--- src/rtl/wsc_pkg.sv ---
package wsc_pkg;

  typedef enum logic [1:0] {
    SEQ_FULL   = 2'd0,
    SEQ_FLUSH  = 2'd1,
    SEQ_SHRUNK = 2'd2,
    SEQ_WAKE   = 2'd3
  } seq_state_e;

  typedef enum logic [1:0] {
    SIZE_FULL   = 2'b00,
    SIZE_SHRUNK = 2'b01,
    SIZE_MOVING = 2'b10
  } size_code_e;

  function automatic size_code_e size_of(seq_state_e s);
    case (s)
      SEQ_FULL:   return SIZE_FULL;
      SEQ_SHRUNK: return SIZE_SHRUNK;
      default:    return SIZE_MOVING;
    endcase
  endfunction

endpackage

--- src/rtl/wsc_dwell_filter.sv ---
module wsc_dwell_filter #(
  parameter int ACT_W     = 12,
  parameter int MIN_DWELL = 4
) (
  input  logic             clk,
  input  logic             rst_n,
  input  logic             clr,
  input  logic             look_high,
  input  logic             act_valid,
  input  logic [ACT_W-1:0] act_sample,
  input  logic [ACT_W-1:0] lo_thresh,
  input  logic [ACT_W-1:0] hi_thresh,
  output logic             dwell_hit,
  output logic             high_now
);

  localparam int CNT_W = $clog2(MIN_DWELL + 1);
  localparam logic [CNT_W-1:0] LAST_CNT = CNT_W'(MIN_DWELL - 1);

  function automatic logic is_below(logic [ACT_W-1:0] s, logic [ACT_W-1:0] t);
    return s < t;
  endfunction

  function automatic logic is_above(logic [ACT_W-1:0] s, logic [ACT_W-1:0] t);
    return s > t;
  endfunction

  logic [CNT_W-1:0] run_cnt;
  logic             qualifies;

  assign qualifies = look_high ? is_above(act_sample, hi_thresh)
                               : is_below(act_sample, lo_thresh);
  assign high_now  = act_valid && is_above(act_sample, hi_thresh);
  assign dwell_hit = !clr && act_valid && qualifies && (run_cnt == LAST_CNT);

  always_ff @(posedge clk or negedge rst_n) begin
    if (!rst_n) begin
      run_cnt <= '0;
    end else if (clr || dwell_hit) begin
      run_cnt <= '0;
    end else if (act_valid) begin
      run_cnt <= qualifies ? run_cnt + 1'b1 : '0;
    end
  end


  run_bound_chk: assert property (@(posedge clk) disable iff (!rst_n)
    run_cnt < CNT_W'(MIN_DWELL));


  run_reset_chk: assert property (@(posedge clk) disable iff (!rst_n)
    (act_valid && !qualifies) |=> (run_cnt == '0));

endmodule

--- src/rtl/wsc_way_sequencer.sv ---
module wsc_way_sequencer
  import wsc_pkg::*;
#(
  parameter int NUM_WAYS  = 16,
  parameter int KEEP_WAYS = 2
) (
  input  logic                        clk,
  input  logic                        rst_n,
  input  logic                        dwell_hit,
  input  logic                        high_now,
  input  logic                        flush_done,
  output logic [NUM_WAYS-1:0]         flush_req,
  output logic                        sleep_set,
  output logic [$clog2(NUM_WAYS)-1:0] sleep_idx,
  output logic                        wake_all,
  output logic                        filt_clr,
  output logic                        look_high,
  output seq_state_e                  state
);

  localparam int IDX_W = $clog2(NUM_WAYS);
  localparam logic [IDX_W-1:0] FIRST_IDX = IDX_W'(KEEP_WAYS);
  localparam logic [IDX_W-1:0] LAST_IDX  = IDX_W'(NUM_WAYS - 1);

  logic [IDX_W-1:0] way_idx;
  logic             abort_q;
  logic             abort_now;
  logic             in_flush;

  assign in_flush  = (state == SEQ_FLUSH);
  assign abort_now = abort_q || high_now;
  assign sleep_set = in_flush && flush_done && !abort_now;
  assign sleep_idx = way_idx;
  assign wake_all  = (in_flush && flush_done && abort_now) ||
                     ((state == SEQ_SHRUNK) && dwell_hit);
  assign filt_clr  = !((state == SEQ_FULL) || (state == SEQ_SHRUNK));
  assign look_high = (state == SEQ_SHRUNK);

  for (genvar i = 0; i < NUM_WAYS; i++) begin : g_req
    assign flush_req[i] = in_flush && (way_idx == IDX_W'(i));
  end

  always_ff @(posedge clk or negedge rst_n) begin
    if (!rst_n) begin
      state   <= SEQ_FULL;
      way_idx <= FIRST_IDX;
      abort_q <= 1'b0;
    end else begin
      case (state)
        SEQ_FULL: begin
          if (dwell_hit) begin
            state   <= SEQ_FLUSH;
            way_idx <= FIRST_IDX;
            abort_q <= 1'b0;
          end
        end
        SEQ_FLUSH: begin
          if (flush_done) begin
            if (abort_now) begin
              state <= SEQ_WAKE;
            end else if (way_idx == LAST_IDX) begin
              state <= SEQ_SHRUNK;
            end else begin
              way_idx <= way_idx + 1'b1;
            end
          end else if (high_now) begin
            abort_q <= 1'b1;
          end
        end
        SEQ_SHRUNK: begin
          if (dwell_hit) state <= SEQ_WAKE;
        end
        default: state <= SEQ_FULL;
      endcase
    end
  end


  flush_onehot_chk: assert property (@(posedge clk) disable iff (!rst_n)
    $onehot0(flush_req));


  flush_hold_chk: assert property (@(posedge clk) disable iff (!rst_n)
    (in_flush && !flush_done) |=> (flush_req == $past(flush_req)));


  abort_stops_chk: assert property (@(posedge clk) disable iff (!rst_n)
    (in_flush && flush_done && abort_now) |=> (flush_req == '0));

endmodule

--- src/rtl/wsc_sleep_bank.sv ---
module wsc_sleep_bank #(
  parameter int NUM_WAYS  = 16,
  parameter int KEEP_WAYS = 2
) (
  input  logic                          clk,
  input  logic                          rst_n,
  input  logic                          sleep_set,
  input  logic [$clog2(NUM_WAYS)-1:0]   sleep_idx,
  input  logic                          wake_all,
  output logic [NUM_WAYS-1:0]           way_sleep,
  output logic [$clog2(NUM_WAYS+1)-1:0] awake_count
);

  localparam int IDX_W = $clog2(NUM_WAYS);
  localparam int CNT_W = $clog2(NUM_WAYS + 1);

  function automatic logic [CNT_W-1:0] count_awake(logic [NUM_WAYS-1:0] slp);
    logic [CNT_W-1:0] n;
    n = '0;
    for (int k = 0; k < NUM_WAYS; k++) begin
      if (!slp[k]) n = n + 1'b1;
    end
    return n;
  endfunction

  for (genvar i = 0; i < NUM_WAYS; i++) begin : g_way
    if (i < KEEP_WAYS) begin : g_kept
      assign way_sleep[i] = 1'b0;
    end else begin : g_gated
      always_ff @(posedge clk or negedge rst_n) begin
        if (!rst_n) begin
          way_sleep[i] <= 1'b0;
        end else if (wake_all) begin
          way_sleep[i] <= 1'b0;
        end else if (sleep_set && (sleep_idx == IDX_W'(i))) begin
          way_sleep[i] <= 1'b1;
        end
      end
    end
  end

  assign awake_count = count_awake(way_sleep);


  keep_awake_chk: assert property (@(posedge clk) disable iff (!rst_n)
    way_sleep[KEEP_WAYS-1:0] == '0);


  wake_clears_chk: assert property (@(posedge clk) disable iff (!rst_n)
    wake_all |=> (way_sleep == '0));

endmodule

--- src/rtl/way_shrink_ctrl.sv ---
module way_shrink_ctrl
  import wsc_pkg::*;
#(
  parameter int NUM_WAYS  = 16,
  parameter int KEEP_WAYS = 2,
  parameter int ACT_W     = 12,
  parameter int MIN_DWELL = 4
) (
  input  logic                          clk,
  input  logic                          rst_n,
  input  logic                          act_valid,
  input  logic [ACT_W-1:0]              act_sample,
  input  logic [ACT_W-1:0]              lo_thresh,
  input  logic [ACT_W-1:0]              hi_thresh,
  input  logic                          flush_done,
  output logic [NUM_WAYS-1:0]           flush_req,
  output logic [NUM_WAYS-1:0]           way_sleep,
  output logic [$clog2(NUM_WAYS+1)-1:0] active_ways,
  output logic [1:0]                    size_status,
  output logic                          vmin_permit
);

  localparam int IDX_W = $clog2(NUM_WAYS);
  localparam int CNT_W = $clog2(NUM_WAYS + 1);

  logic             dwell_hit;
  logic             high_now;
  logic             filt_clr;
  logic             look_high;
  logic             sleep_set;
  logic [IDX_W-1:0] sleep_idx;
  logic             wake_all;
  seq_state_e       state;

  wsc_dwell_filter #(.ACT_W(ACT_W), .MIN_DWELL(MIN_DWELL)) u_filter (
    .clk        (clk),
    .rst_n      (rst_n),
    .clr        (filt_clr),
    .look_high  (look_high),
    .act_valid  (act_valid),
    .act_sample (act_sample),
    .lo_thresh  (lo_thresh),
    .hi_thresh  (hi_thresh),
    .dwell_hit  (dwell_hit),
    .high_now   (high_now)
  );

  wsc_way_sequencer #(.NUM_WAYS(NUM_WAYS), .KEEP_WAYS(KEEP_WAYS)) u_seq (
    .clk        (clk),
    .rst_n      (rst_n),
    .dwell_hit  (dwell_hit),
    .high_now   (high_now),
    .flush_done (flush_done),
    .flush_req  (flush_req),
    .sleep_set  (sleep_set),
    .sleep_idx  (sleep_idx),
    .wake_all   (wake_all),
    .filt_clr   (filt_clr),
    .look_high  (look_high),
    .state      (state)
  );

  wsc_sleep_bank #(.NUM_WAYS(NUM_WAYS), .KEEP_WAYS(KEEP_WAYS)) u_bank (
    .clk         (clk),
    .rst_n       (rst_n),
    .sleep_set   (sleep_set),
    .sleep_idx   (sleep_idx),
    .wake_all    (wake_all),
    .way_sleep   (way_sleep),
    .awake_count (active_ways)
  );

  assign size_status = size_of(state);
  assign vmin_permit = (state == SEQ_SHRUNK);


  no_flush_sleeping_chk: assert property (@(posedge clk) disable iff (!rst_n)
    (flush_req & way_sleep) == '0);


  permit_narrow_chk: assert property (@(posedge clk) disable iff (!rst_n)
    vmin_permit |-> (active_ways == CNT_W'(KEEP_WAYS)));


  permit_status_chk: assert property (@(posedge clk) disable iff (!rst_n)
    vmin_permit |-> (size_status == 2'b01));

  for (genvar i = 0; i < NUM_WAYS; i++) begin : g_chk

    sleep_after_flush_chk: assert property (@(posedge clk) disable iff (!rst_n)
      $rose(way_sleep[i]) |-> $past(flush_req[i] && flush_done));
  end

endmodule

--- config.mk ---
export PLATFORM = sky130hd
export DESIGN_NAME = way_shrink_ctrl
export DESIGN_NICKNAME = d
export VERILOG_FILES = /design/src/rtl/wsc_pkg.sv /design/src/rtl/wsc_dwell_filter.sv /design/src/rtl/wsc_way_sequencer.sv /design/src/rtl/wsc_sleep_bank.sv /design/src/rtl/way_shrink_ctrl.sv
export SDC_FILE = /design/constraint.sdc
export NUM_CORES = 1
export LEC_CHECK = 0
export ABC_AREA = 1
export CORE_MARGIN = 2
export CORE_UTILIZATION = 50
export CTS_CLUSTER_DIAMETER = 60
export DETAILED_ROUTE_END_ITERATION = 8
export PLACE_DENSITY = 0.85
export SLEW_MARGIN = 20
export SYNTH_ARGS = -nofsm -noshare
export SYNTH_HDL_FRONTEND = slang
export SYNTH_SLANG_ARGS = --single-unit
--- constraint.sdc ---
create_clock -name clk -period 17.87 [get_ports clk]
set_input_delay 3.574 -clock clk [delete_from_list [all_inputs] [get_ports clk]]
set_output_delay 3.574 -clock clk [all_outputs]
set_load 0.005 [all_outputs]
**Word level (Yosys, flattened, before mapping)**

Cells that the tools add are included.
Widths: inputs -> output; s select.

- Order comparisons: 2
- Equality and inequality tests: 26
- Reductions and logical operators: 65
- Add/sub/neg operators: 15
- Mux-type cells: 62

Operators by type and width:

| cell | number |
|---|---|
| $mux 5 | 13 |
| $add 5x1->5 const B | 12 |
| $logic_and 1x1->1 | 38 |
| $mux 1 | 33 |
| $eq 4x4->1 const B | 8 |
| $reduce_bool 2->1 | 16 |
| $eq 4x3->1 const B | 4 |
| $mux 4 | 4 |
| $gt 12x12->1 | 1 |
| $lt 12x12->1 | 1 |
| $ne 2x2->1 const B | 6 |
| $mux 2 | 5 |
| $mux 3 | 3 |
| $eq 4x2->1 const B | 2 |
| $pmux 4 s2 | 1 |
| $reduce_and 4->1 | 2 |
| $pmux 2 s3 | 1 |
| $reduce_and 5->1 | 1 |
| $add 4x1->4 const B | 1 |
| $eq 4x1->1 const B | 1 |
| $logic_not 4->1 | 1 |
| $logic_or 1x1->1 | 4 |
| $pmux 2 s2 | 1 |
| $add 2x1->3 const B | 1 |
| 9 further kinds | 10 |

- Output and inout bits: 40
- Input bits: 40
- Register bits: 24
- Logic and storage cells: 188

**Depth between registers and ports, before layout**

- Depth in word-level cells: 27
- Depth in mapped cells: 45

**By module**

Synthesis repeated with hierarchy kept, for this count alone.

- Cell total of the unflattened synthesis: 627
- Area total of the unflattened synthesis: 3,729.8 µm²

By module, submodules not included:

| module | instances | sequential area each (µm²) | cells an instance | area an instance (µm²) |
|---|---|---|---|---|
| wsc_sleep_bank | 1 | 350.3 | 380 | 2,135.8 |
| wsc_dwell_filter | 1 | 75.1 | 133 | 877.1 |
| wsc_way_sequencer | 1 | 176.4 | 110 | 698.2 |
| way_shrink_ctrl | 1 | 0.0 | 4 | 18.8 |

**Worst setup path before layout**

No wires, ideal clock.

- Path type: reg2out
- Start: reg u_bank.way_sleep[2]
- End: out active_ways[4]
- Data required time: 14.296 ns
- Arrival: 5.730 ns
- Buffers on the path: 0
- Cell stages (with the launch flop): 40
- Slack: 8.566 ns
- Cell sequence: dfrtp_1 -> inv_1 -> ha_1 -> inv_1 -> nand2_1 -> nand2_1 -> inv_1 -> ha_1 -> or2_2 -> nand2_1 -> xnor2_1 -> o21ai_0 -> ha_1 -> or2_2 -> nand2_1 -> nor2_1 -> o31ai_1 -> ha_1 -> [... 4 more ...] -> o31ai_1 -> ha_1 -> or2_2 -> nand2_1 -> nand2_1 -> nand3_1 -> nand2_1 -> ha_1 -> o21ai_0 -> inv_1 -> ha_1 -> nand2_1 -> nor2_1 -> nand3_1 -> inv_1 -> nand2_1 -> nand2_1 -> inv_1

- Longest elaborated chain between the ends: 27

Ends and longest elaborated chain:

| element | RTL line | source |
|---|---|---|
| start: declaration | wsc_sleep_bank.sv:10 | `output logic [NUM_WAYS-1:0] way_sleep,` |
| start signal: indexed assignment | wsc_sleep_bank.sv:32 | `way_sleep[i] <= 1'b0;` |
| start signal: indexed assignment | wsc_sleep_bank.sv:34 | `way_sleep[i] <= 1'b0;` |
| start signal: indexed assignment | wsc_sleep_bank.sv:36 | `way_sleep[i] <= 1'b1;` |
| $mux 1 (*) | wsc_sleep_bank.sv:21 | `if (!slp[k]) n = n + 1'b1;` |
| $add 2x1->3 | wsc_sleep_bank.sv:21 |  |
| $mux 5 (*) | wsc_sleep_bank.sv:21 |  |
| $add 5x1->5 | wsc_sleep_bank.sv:21 |  |
| $mux 5 (*) | wsc_sleep_bank.sv:21 |  |
| $add 5x1->5 | wsc_sleep_bank.sv:21 |  |
| $mux 5 (*) | wsc_sleep_bank.sv:21 |  |
| $add 5x1->5 | wsc_sleep_bank.sv:21 |  |
| [... 11 more ...] | - |  |
| $add 5x1->5 | wsc_sleep_bank.sv:21 |  |
| $mux 5 (*) | wsc_sleep_bank.sv:21 |  |
| $add 5x1->5 | wsc_sleep_bank.sv:21 |  |
| $mux 5 (*) | wsc_sleep_bank.sv:21 |  |
| $add 5x1->5 | wsc_sleep_bank.sv:21 |  |
| $mux 5 (*) | wsc_sleep_bank.sv:21 |  |
| $add 5x1->5 | wsc_sleep_bank.sv:21 |  |
| $mux 5 (*) | wsc_sleep_bank.sv:21 |  |
| end: declaration | way_shrink_ctrl.sv:18 | `output logic [$clog2(NUM_WAYS+1)-1:0] active_ways,` |

Mark *: on every way between the ends. The rest lies on a longest branch, timed or not.

**Worst setup path after layout**

Ends and elaborated chain as after synthesis.

==> flow_summary.yaml <==
run_status:
  status: "complete, no violations"
clock_tree:
  cts-resized-gates: 0
  post-cts-setup-buffers: 0
  cts_buffers: 3
  clkTransAtPathRegs_ns: 0.08
  cts_tree: "yes"
  clock_latency_ns: 0.27
  ctsHoldBuffers: 0
  htree_levels: 1
  cts-root-buf: "clkbuf_8"
  clk_path_buf_depth: 2
  cts_sinks: 24
synth:
  synthesis.area_sq_um: 3586
  synth_top_cell_by_area: "ha_1"
  synthTopCellsByArea: "ha_1 (17%), dfrtp_1 (16%), nand2_1 (15%), inv_1 (12%), nand3_1 (8.2%)"
  yosys_warnings: 0
  ys_ff_latch: 24
  yosys.area.top_type_share: 0.1675
  yosysSeqAreaShare: 0.1678
  ys_types: 34
  postSynthAreaPerCell_sq_um: 6.088
  synth_cells: 589
detailed_routing:
  drtAntennaViolNets: 0
  drc: 0
  wl_per_cell_microns: 10.93
  routed_via_density: 4.996
  routed_wl_mm: 8.286
  drt_first_pass_iters: 4
  num_vias: 3787
  drt_iter0_drc: 134
critical_path:
  required_ns: 14.30
  crit_path_max_incr_delay_ns: 0.48
  cp.arrival_ns: 7.16
  cp-end-kind: "output pin"
  worst-setup-path-type: "register to output pin"
  critPathMaxFanout: 4
  cp_slowest_cell: "clkdlybuf4s50_1"
  start_kind: "register"
  crit_top_cell: "nand2_1"
timing:
  tns_ns: 0
  grt_setup_unrepaired: "false"
  fin_crit_sh: 0.6009
  min_period_ns: 10.74
  worstMarginPinSlew_ns: 0.7308
  finalMaxSlewViolations: 0
  maxSlewHeadroom: 0.5110
  max_clock_freq_mhz: 93.13
  setup_viol: 0
  finalClockSkew_ns: 0.005565
  hold_viol_final: 0
floorplan:
  die_area_sq_um: 7865
  initial_core_util: 0.5220
  io_pins: 80
  fp.dieW_microns: 88.69
  core_sq_um: 6869
  die_h_microns: 88.69
  rows: 30
global_route:
  antenna_found_initial: 0
  grt_max_degree: 25
  grt_overflow: 0
  grt_pass1_vias: 3639
  grt_pass1_wl_mm: 14.52
  grt_usage: 0.2211
layout:
  final_cell_area_sq_um: 4486
  nNetsFinal: 751
  layout_common_cells: "nand2_1 (145), inv_1 (116), clkdlybuf4s50_1 (76)"
  area_growth_pct: 25.09
  fin_cells: 758
  antenna_cells: 0
  layout_commonest_cell: "nand2_1"
  drive_above_1_share: 0.07704
placement:
  placed_cells: 753
  place_area_sq_um: 4428
  place.detailed.hpwl_mm: 7.071
  gp_congestion: 0.8514
  portBuffers: 77
flow_run:
  maxCapViolCount: 0
worst_hold_path:
  worst_hold_path_type: "register to register"
per-layer routing:
metal	global-route usage	vias up	wire length (microns)
met1	0.2749	1656	3889
met4	0.04821	0	85
met3	0.02332	11	366
met2	0.4091	99	3945
li1	-	2021	-
met5	0	-	0
critical path: cells and delay by family, from the launching register on:
| family | cells | cell delay (ns) |
|---|---|---|
| AND/OR/NAND/NOR | 21 | 2.30 |
| adder cells (fa/ha/maj) | 7 | 1.86 |
| AO/OA/AOI/OAI | 5 | 1.27 |
| buffers and inverters | 8 | 0.98 |
| flip-flops | 1 | 0.40 |
| XOR/XNOR | 1 | 0.07 |
registers in the layout (all words and copies together), names as in the netlist:
name,cells
u_seq.abort_q,1
u_seq.sleep_idx,4
u_bank.way_sleep,14
u_seq.state,2
u_filter.run_cnt,3
through the flow:
stage / utilization / hold WS, ns / setup slack (ns)
after global routing: 0.6530 / 0.5711 / 6.589
after global placement: 0.6446 / 0.5019 / 7.859
after floorplan: - / 0.4912 / 8.566
final: 0.6530 / 0.5423 / 7.132
after detailed placement: 0.6446 / 0.5288 / 7.490
after CTS: 0.6526 / 0.5478 / 7.175
cells in the mapped netlist (all sizes together):
library cell and instances:
xnor2 1, xor2 3, nand2 167, dfstp 1, nand3b 3, o21ai 14, o41ai 1, nor2 50
or2 6, o211ai 1, nand3 66, inv 122, a21oi 32, nor3 13, o221ai 1, clkbuf 6
clkinv 1, o31ai 4, nand4 12, and3 1, ha 48, a31oi 1, o21a 2, a211oi 3
buf 4, dfrtp 23, conb 1, o22ai 2
kinds of logic (layout without fill, tap and decap cells):
kind of cell | Yosys count | after routing | synth area share
and+or+nand+nor | 318 | 318 | 0.4152
adders and majority gates | 48 | 48 | 0.1675
other | 1 | 2 | 0.001046
AOI/OAI and AO/OA | 61 | 61 | 0.09525
buffers and inverters | 133 | 205 | 0.1434
DFF | 24 | 24 | 0.1678
xor gates and xnor gates | 4 | 4 | 0.009771
final cells by class:
| type | count | area [sq um] |
|---|---|---|
| Fill cell | 597 | 2384 |
| Clock buffer | 4 | 55.05 |
| Multi-Input combinational cell | 433 | 2474 |
| Inverter | 123 | 461.7 |
| Tap cell | 96 | 120.1 |
| Timing Repair Buffer | 78 | 773.2 |
| Sequential cell | 24 | 601.8 |
final timing paths:
check | slack [ns] | depth (start not counted) | startpoint | end
max in group asynchronous | 14.23 | 1 | rst_n | u_seq.sleep_idx[1]
max reg2reg | 15.52 | 9 | u_seq.state[1] | u_seq.sleep_idx[3]
min reg2reg | 0.54 | 1 | u_filter.run_cnt[0] | u_filter.run_cnt[0]
max | 7.13 | 42 | u_bank.way_sleep[2] | active_ways[4]
min in group asynchronous | 3.28 | 1 | rst_n | u_seq.sleep_idx[0]
min | 0.54 | 1 | u_filter.run_cnt[0] | u_filter.run_cnt[0]
Power is not shown: default switching activity piles up to over one toggle a cycle in this logic, so the estimate is an artifact.
